$ cat src/rtl/msg_len_pkg.sv
package msg_len_pkg;
  parameter int LEN_W = 8;
  parameter int CNT_W = LEN_W + 1;

  typedef struct packed {
    logic loadTx;
    logic forceOne;
    logic captureRx;
    logic loadCnt;
    logic decCnt;
    logic useTx;
  } lenStrb_t;
endpackage

$ cat src/rtl/msg_len_ctrl.sv
module msg_len_ctrl
  import msg_len_pkg::*;
(
  input  logic     clk,
  input  logic     rstN,
  input  logic     cpuWrEn,
  input  logic     rxLenValid,
  input  logic     ctrlValid,
  input  logic [3:0] ctrlCode,
  input  logic     arbLost,
  input  logic     slvStatReq,
  input  logic     dataStart,
  input  logic     txMode,
  input  logic     byteDone,
  output lenStrb_t strb
);
  logic lostArmed;
  logic codeForce;
  logic arbForce;

  always_comb begin
    unique case (ctrlCode)
      4'h0, 4'h4, 4'h5, 4'h6: codeForce = ctrlValid;
      default:                codeForce = 1'b0;
    endcase
  end

  assign arbForce = slvStatReq & lostArmed;

  always_ff @(posedge clk) begin
    if (!rstN) lostArmed <= 1'b0;
    else if (arbLost) lostArmed <= 1'b1;
    else if (dataStart || arbForce) lostArmed <= 1'b0;
  end

  always_comb begin
    strb.forceOne  = codeForce | arbForce;
    strb.loadTx    = cpuWrEn & ~strb.forceOne;
    strb.captureRx = rxLenValid;
    strb.loadCnt   = dataStart;
    strb.decCnt    = byteDone & ~dataStart;
    strb.useTx     = txMode;
  end

  // a CPU write is never issued together with a force
  a_r6_force_blocks_write: assert property (@(posedge clk) disable iff (!rstN)
    strb.forceOne |-> !strb.loadTx);
  // an unarmed status request with no control force causes no force
  a_r5_unarmed_ignored: assert property (@(posedge clk) disable iff (!rstN)
    (slvStatReq && !lostArmed && !codeForce) |-> !strb.forceOne);
  // consuming the armed flag clears it
  a_r5_flag_consumed: assert property (@(posedge clk) disable iff (!rstN)
    (arbForce && !arbLost) |=> !lostArmed);
endmodule

$ cat src/rtl/msg_len_dp.sv
module msg_len_dp
  import msg_len_pkg::*;
(
  input  logic             clk,
  input  logic             rstN,
  input  lenStrb_t         strb,
  input  logic [LEN_W-1:0] wrData,
  input  logic [LEN_W-1:0] rxData,
  output logic [LEN_W-1:0] txLen,
  output logic [LEN_W-1:0] rxLen,
  output logic             lastByte
);
  localparam logic [LEN_W-1:0] ONE_LEN = LEN_W'(1);
  localparam logic [CNT_W-1:0] FULL_CNT = CNT_W'(1) << LEN_W;

  logic [CNT_W-1:0] remCnt;
  logic [LEN_W-1:0] selLen;
  logic [CNT_W-1:0] loadVal;

  always_ff @(posedge clk) begin
    if (!rstN) txLen <= ONE_LEN;
    else if (strb.forceOne) txLen <= ONE_LEN;
    else if (strb.loadTx) txLen <= wrData;
  end

  always_ff @(posedge clk) begin
    if (!rstN) rxLen <= ONE_LEN;
    else if (strb.captureRx) rxLen <= rxData;
  end

  assign selLen  = strb.useTx ? txLen : rxLen;
  assign loadVal = (selLen == '0) ? FULL_CNT : {1'b0, selLen};

  always_ff @(posedge clk) begin
    if (!rstN) remCnt <= '0;
    else if (strb.loadCnt) remCnt <= loadVal;
    else if (strb.decCnt && remCnt != '0) remCnt <= remCnt - 1'b1;
  end

  assign lastByte = (remCnt == CNT_W'(1));

  // a force always leaves the one-byte length
  a_r6_force_wins: assert property (@(posedge clk) disable iff (!rstN)
    strb.forceOne |=> txLen == ONE_LEN);
  // captured length appears on the read view
  a_r3_rx_capture: assert property (@(posedge clk) disable iff (!rstN)
    strb.captureRx |=> rxLen == $past(rxData));
  // counter never exceeds 256
  a_r8_cnt_range: assert property (@(posedge clk) disable iff (!rstN)
    remCnt <= FULL_CNT);
  // an idle counter stays idle without a load
  a_r10_idle_hold: assert property (@(posedge clk) disable iff (!rstN)
    (remCnt == '0 && !strb.loadCnt) |=> remCnt == '0);
  // a byte strobe on the last byte ends the field
  a_r7_last_ends: assert property (@(posedge clk) disable iff (!rstN)
    (lastByte && strb.decCnt) |=> !lastByte);
endmodule

$ cat src/rtl/msg_len_unit.sv
module msg_len_unit
  import msg_len_pkg::*;
(
  input  logic       clk,
  input  logic       rstN,
  input  logic       cpuWrEn,
  input  logic [7:0] cpuWrData,
  output logic [7:0] cpuRdData,
  input  logic       rxLenValid,
  input  logic [7:0] rxLenData,
  input  logic       ctrlValid,
  input  logic [3:0] ctrlCode,
  input  logic       arbLost,
  input  logic       slvStatReq,
  input  logic       dataStart,
  input  logic       txMode,
  input  logic       byteDone,
  output logic [7:0] txLenField,
  output logic       lastByte
);
  lenStrb_t strb;

  msg_len_ctrl u_ctrl (
    .clk(clk), .rstN(rstN), .cpuWrEn(cpuWrEn), .rxLenValid(rxLenValid),
    .ctrlValid(ctrlValid), .ctrlCode(ctrlCode), .arbLost(arbLost),
    .slvStatReq(slvStatReq), .dataStart(dataStart), .txMode(txMode),
    .byteDone(byteDone), .strb(strb)
  );

  msg_len_dp u_dp (
    .clk(clk), .rstN(rstN), .strb(strb), .wrData(cpuWrData),
    .rxData(rxLenData), .txLen(txLenField), .rxLen(cpuRdData),
    .lastByte(lastByte)
  );
endmodule

$ cat config.mk
export PLATFORM = sky130hd
export DESIGN_NAME = msg_len_unit
export DESIGN_NICKNAME = d
export VERILOG_FILES = /design/src/rtl/msg_len_pkg.sv /design/src/rtl/msg_len_ctrl.sv /design/src/rtl/msg_len_dp.sv /design/src/rtl/msg_len_unit.sv
export SDC_FILE = /design/constraint.sdc
export NUM_CORES = 1
export LEC_CHECK = 0
export ABC_AREA = 1
export ABC_CLOCK_PERIOD_IN_PS = 2900
export BUFFER_PORTS_ARGS = -buffer_cell sky130_fd_sc_hd__buf_2
export CAP_MARGIN = 25
export CORE_MARGIN = 3
export CORE_UTILIZATION = 54
export DETAILED_ROUTE_END_ITERATION = 6
export PLACE_DENSITY = 0.84
export SETUP_SLACK_MARGIN = 0.15
export SLEW_MARGIN = 25
export SYNTH_ARGS = -nofsm -noshare
export SYNTH_HDL_FRONTEND = slang
export SYNTH_HIERARCHICAL = 1
export SYNTH_SLANG_ARGS = --single-unit
$ cat constraint.sdc
create_clock -name clk -period 2.9 [get_ports clk]
set_input_delay 0.87 -clock clk [delete_from_list [all_inputs] [get_ports clk]]
set_output_delay 0.87 -clock clk [all_outputs]
set_load 0.05 [all_outputs]
==> impl_metrics.yaml, run 1 <==
die:
  dieArea_um2: 3420
  start_util: 0.584
  num_rows: 18
  pin_count: 47
  coreArea_um2: 2540
  die_height_um: 58.5
  chipWidth_um: 58.5
timing:
  setup_violations: 0
  relSlewSlack: 0.750
  slew_viol_final: 0
  final.setup_skew_ps: 5.01
  clock.fmax_ghz: 0.441
  hold_viol_final: 0
  tightest_slew_ps: 374
  rsz0062_at_grt: "no"
  tns_ps: 0
  period_share: 0.782
  period_needed_ps: 2270
drt:
  wirelength_um: 3350
  drt-initial-drc-count: 104
  antenna_left: 0
  drtPass1Iterations: 4
  viasPerCell: 5.12
  vias: 1527
  drc_errors: 0
  wire_per_inst_um: 11.3
clock_tree:
  clkLatencyLatePin_ps: 310
  clkTransAtPathRegs_ps: 130
  cts_hold_buf: 0
  cts_root_buf: "clkbuf_4"
  cts_tree: "done"
  cts_buffers: 3
  post_cts_buffers: 0
  cts_max_level: 1
  clock_sinks: 26
  cts.repair.resized: 0
  clockBufferDepth: 2
global_route:
  grt_use_met3: 0.0241
  overflow: 0
  grtUsageTotal: 0.208
  antenna_found_initial: 0
  grt_max_degree: 19
  first_global_vias: 1342
  grt_pass1_wl_um: 5650
  use_met2: 0.348
  busiest_layer: "met2"
  grt_use_met1: 0.276
worst_setup_path:
  critical_path.cell_chain: "nor2_2 > nand2_1 > nor2_1 > buf_2"
  start_kind: "flop"
  r2r_slack_ps: 1450
  timing.rr.end: "u_dp/remCnt[8]"
  path_delay_family: "simple AND/OR/NAND/NOR gates"
  crit_buf_inv: 1
  crit_type: "flop to output pin"
  arrival_ps: 1400
  cp-end-kind: "output pin"
  critical_path.slowest_cell: "dfxtp_1"
  max_stage_delay_ps: 370
  critPathRequiredTime_ps: 2030
  cp_max_fo: 5
  reg2reg_depth: 11
  reg2reg_from: "u_dp/remCnt[0]"
synth:
  synth_cell_types: 30
  synthTopCellsByArea: "dfxtp_1 (35%), nand2_1 (12%), nor2_1 (8.6%)"
  yosys_warnings: 6
  ys_seq_elements: 26
  synth_top_area_cell: "dfxtp_1"
  ys.flop_type: "dfxtp_1"
  synth_seq_area_share: 0.350
  avgSynthCellArea_um2: 6.61
  ys_async_sr_fraction: 0
  yosysTopAreaCellShare: 0.350
  synth_area_um2: 1490
  synthCells: 225
  syn_nets: 258
  synth_enable_flop_cells: 0
place:
  gp_congestion: 0.882
  io_buffer_count: 46
  post-dp-hpwl_um: 2660
hold_path:
  hold_class: "flop to flop"
  min_path_cells: 2
  worstHoldEndpoint: "u_dp/txLen[5]"
  min_from: "u_dp/txLen[5]"
cells_and_area:
  nFillCells: 252
  nNetsFinal: 302
  ff_latch_area_um2: 520
  multiInputGateArea_um2: 796
  antenna_cells: 0
  areaGrowthSynthToFinish_pct: 17.3
  drive_gt1_frac: 0.261
pwr:
  ir_worst_vdd_mv: 0.389
  p_total_w: 0.000867
  powerDensity_nw_per_um2: 497
  p_leak_nw: 0.898
run_status:
  run_status: "finished clean"
flow_run:
  maxCapViolCount: 0
tightest hold or removal path: cells and delay by family (launching register included):
family	cells	cell delay (ps)
flops	1	330
compound gates	1	60
buf+inv	1	70
layer usage:
layer  vias to the layer above  wire [um]
met5                         -          0
met2                        43       1580
met4                         0         43
met1                       681       1540
met3                         4        187
li1                        799          -
cell type report:
type | count | share of cell area
clock buffers | 4 | 0.0208
inverters | 33 | 0.0710
multi-input cells | 159 | 0.456
flip-flops and latches | 26 | 0.298
well taps | 30 | 0.0215
repair buffers | 46 | 0.132
stage by stage:
step	cells	hold WS, ps	instance area [um2]	setup slack, ps	utilization
after global placement	294	471	1710	1000	0.671
after floorplan	225	468	1490	732	-
after global routing	298	517	1740	496	0.685
after CTS	298	495	1740	623	0.685
after detailed placement	294	472	1710	964	0.671
final	298	490	1740	633	0.685
how the worst max path moves through the flow:
stage              startpoint            end  slack (ps)  cells past startpoint
2_1_floorplan  u_dp/remCnt[4]       lastByte         730                      3
3_3_place_gp      ctrlCode[2]  u_dp/txLen[1]        1000                      9
3_5_place_dp      ctrlCode[2]  u_dp/txLen[4]         960                      8
4_1_cts        u_dp/remCnt[4]       lastByte         620                      4
5_1_grt        u_dp/remCnt[4]       lastByte         500                      4
6_report       u_dp/remCnt[4]       lastByte         630                      4
logic make-up after synthesis:
| logic type | synth area share |
|---|---|
| and+or+nand+nor | 0.368 |
| buffers and inverters | 0.114 |
| AOI/OAI and AO/OA | 0.136 |
| DFF | 0.350 |
| adders and majority gates | 0.0253 |
| xor gates and xnor gates | 0.00589 |
sequential cells by signal, summed over array words and instances, names as in the netlist:
signal and count:
u_ctrl/lostArmed 1, u_dp/remCnt 9, u_dp/rxLen 8, u_dp/txLen 8
cell usage in the layout, fill, tap and decap left out, types with 3 or more instances in the layout:
master and n:
nand2_1 47, buf_2 46, nor2_1 34, inv_1 27
dfxtp_1 26, nand3_1 19, a21oi_1 11, o21ai_0 11
o21ai_1 9, inv_2 6, clkbuf_4 3, nand2_2 3
nor3_1 3, ha_1 3
synth_stat cells (2+ instances only):
cell and instances:
ha_1 3, nor2_2 2, clkbuf_1 2, dfxtp_1 26, nand2_2 3, o21ai_1 9
nor2_1 34, nand2_1 47, o21ai_0 11, inv_2 6, nor3_1 3, a211oi_1 2
nand3_2 2, nand2_4 2, inv_1 27, nand3_1 19, o21ai_2 2, buf_4 3
a21oi_1 11
power breakdown:
group          switching, W  internal (W)
Clock              0.000100     0.0000766
Sequential        0.0000221      0.000386
Combinational      0.000193     0.0000898
No activity file was read; power rests on OpenSTA's default activity.
==> run 2: changes to the inputs <==
Settings changed: ABC_CLOCK_PERIOD_IN_PS 2900 to 2100, CORE_UTILIZATION 54 to 50, PLACE_DENSITY 0.84 to 0.79.
Clock period 2.9 ns to 2.1 ns, I/O delays scaled along.
==> run 2 against run 1 <==
Against the previous run:
- flip-flop and latch count did not move
- die area rose by 7.2%
- highest routed layer unchanged
- largest power group unchanged
- combinational power rose by 45%
- critical endpoint unchanged
==> impl_metrics.yaml, run 2 (synthesized netlist as in run 1, its figures left out) <==
timing:
  period_needed_ps: 1870
  period_share: 0.891
  tns_ps: 0
  slew_viol_final: 0
  final.setup_skew_ps: 1.23
  relSlewSlack: 0.791
  clock.fmax_ghz: 0.534
  hold_viol_final: 0
  setup_violations: 0
  tightest_slew_ps: 313
  rsz0062_at_grt: "no"
worst_setup_path:
  start_kind: "flop"
  reg2reg_from: "u_dp/remCnt[0]"
  critPathRequiredTime_ps: 1470
  reg2reg_depth: 9
  arrival_ps: 1240
  crit_type: "flop to output pin"
  timing.rr.end: "u_dp/remCnt[2]"
  crit_path_start: "u_dp/remCnt[5]"
  endpoint: "lastByte"
  cp_max_fo: 4
  r2r_slack_ps: 630
  cp-end-kind: "output pin"
cells_and_area:
  antenna_cells: 0
  areaGrowthSynthToFinish_pct: 21.4
  nNetsFinal: 307
  largest_reg_flops: 9
  final_common_cell: "nand2_1"
  drive_gt1_frac: 0.294
  most-common-layout-cells: "nand2_1 (47), buf_2 (45), nor2_1 (33), inv_1 (26), dfxtp_1 (23)"
  nFillCells: 288
  postLayoutCellArea_um2: 1800
  ff_latch_area_um2: 524
  largest-register: "u_dp/remCnt"
  multiInputGateArea_um2: 821
  reg_top3: "u_dp/remCnt (9), u_dp/rxLen (8), u_dp/txLen (8)"
drt:
  vias: 1531
  viasPerCell: 5.05
  wirelength_um: 3420
  drc_errors: 0
  drtPass1Iterations: 4
  wire_per_inst_um: 11.3
  antenna_left: 0
  drt-initial-drc-count: 94
die:
  dieArea_um2: 3660
  pin_count: 47
  start_util: 0.530
  num_rows: 19
  coreArea_um2: 2810
  chipWidth_um: 60.5
  die_height_um: 60.5
clock_tree:
  cts_tree: "done"
  cts_root_buf: "clkbuf_4"
  cts_max_level: 1
  clkLatencyLatePin_ps: 310
  clockBufferDepth: 2
  clock_sinks: 26
  cts_buffers: 3
  clkTransAtPathRegs_ps: 140
global_route:
  grt_pass1_wl_um: 5450
  grtUsageTotal: 0.193
  grt_max_degree: 19
  antenna_found_initial: 0
  first_global_vias: 1322
  overflow: 0
pwr:
  ir_worst_vdd_mv: 0.387
  powerDensity_nw_per_um2: 662
  p_leak_nw: 0.919
place:
  gp_congestion: 0.856
  io_buffer_count: 46
  post-dp-hpwl_um: 2630
  place_area_um2: 1720
flow_run:
  maxCapViolCount: 0
run_status:
  run_status: "finished clean"
hold_path:
  hold_class: "flop to flop"
run 2: cell types whose count changed in the layout (fill, tap and decap cells not counted), sizes merged:
cell    previous run  this run
clkbuf             4         3
buf               46        51
run 2: layer usage:
metal | routed length, um | track usage | vias to the layer above
li1 | - | - | 812
met1 | 1580 | 0.244 | 684
met2 | 1680 | 0.344 | 33
met3 | 146 | 0.0234 | 2
met4 | 19 | 0.0557 | 0
met5 | 0 | 0 | -
run 2: report_power, final:
part	switching [W]	internal (W)	total, W
Combinational	0.000268	0.000143	0.000411
Sequential	0.0000359	0.000534	0.000570
Clock	0.000146	0.0000671	0.000213
Total	0.000450	0.000744	0.00119
run 2: timing repair:
item / CTS / global route
setup endpoints to repair: 1 / 1
pin swaps: 1 / 2
gates cloned: 0 / 0
hold buffers: 0 / 0
setup buffers: 1 / 3
gates resized for setup: 3 / 8
run 2: worst min-delay path by stage:
stage / start / end / depth (start not counted)
after CTS: u_dp/rxLen[2] / u_dp/rxLen[2] / 2
after global routing: arbLost / u_ctrl/lostArmed / 2
final: u_dp/rxLen[2] / u_dp/rxLen[2] / 2
after global placement: u_dp/rxLen[2] / u_dp/rxLen[2] / 2
after detailed placement: u_dp/rxLen[2] / u_dp/rxLen[2] / 2
after floorplan: u_dp/remCnt[1] / u_dp/remCnt[1] / 2
run 2: final cells by class:
cell class,count,share of cell area
Timing Repair Buffer,51,0.152
Clock buffer,3,0.0125
Sequential cell,26,0.291
Tap cell,31,0.0215
Multi-Input combinational cell,159,0.455
Inverter,33,0.0687
run 2: stage by stage:
stage / total power, W / hold slack (ps) / instances / setup slack, ps / util
2_1_floorplan: 0.000872 / 468 / 225 / 172 / -
3_3_place_gp: 0.000958 / 474 / 296 / 454 / 0.612
3_5_place_dp: 0.000963 / 475 / 296 / 418 / 0.612
4_1_cts: 0.00118 / 494 / 300 / 156 / 0.626
5_1_grt: 0.00126 / 505 / 303 / 149 / 0.643
6_report: 0.00119 / 488 / 303 / 229 / 0.643
run 2: worst max-delay path, cell delays in order, from the launching register on:
cell and delay [ps]:
dfxtp_1 380, nor2_4 150, nand2_1 100, nor2_1 120
buf_6 170
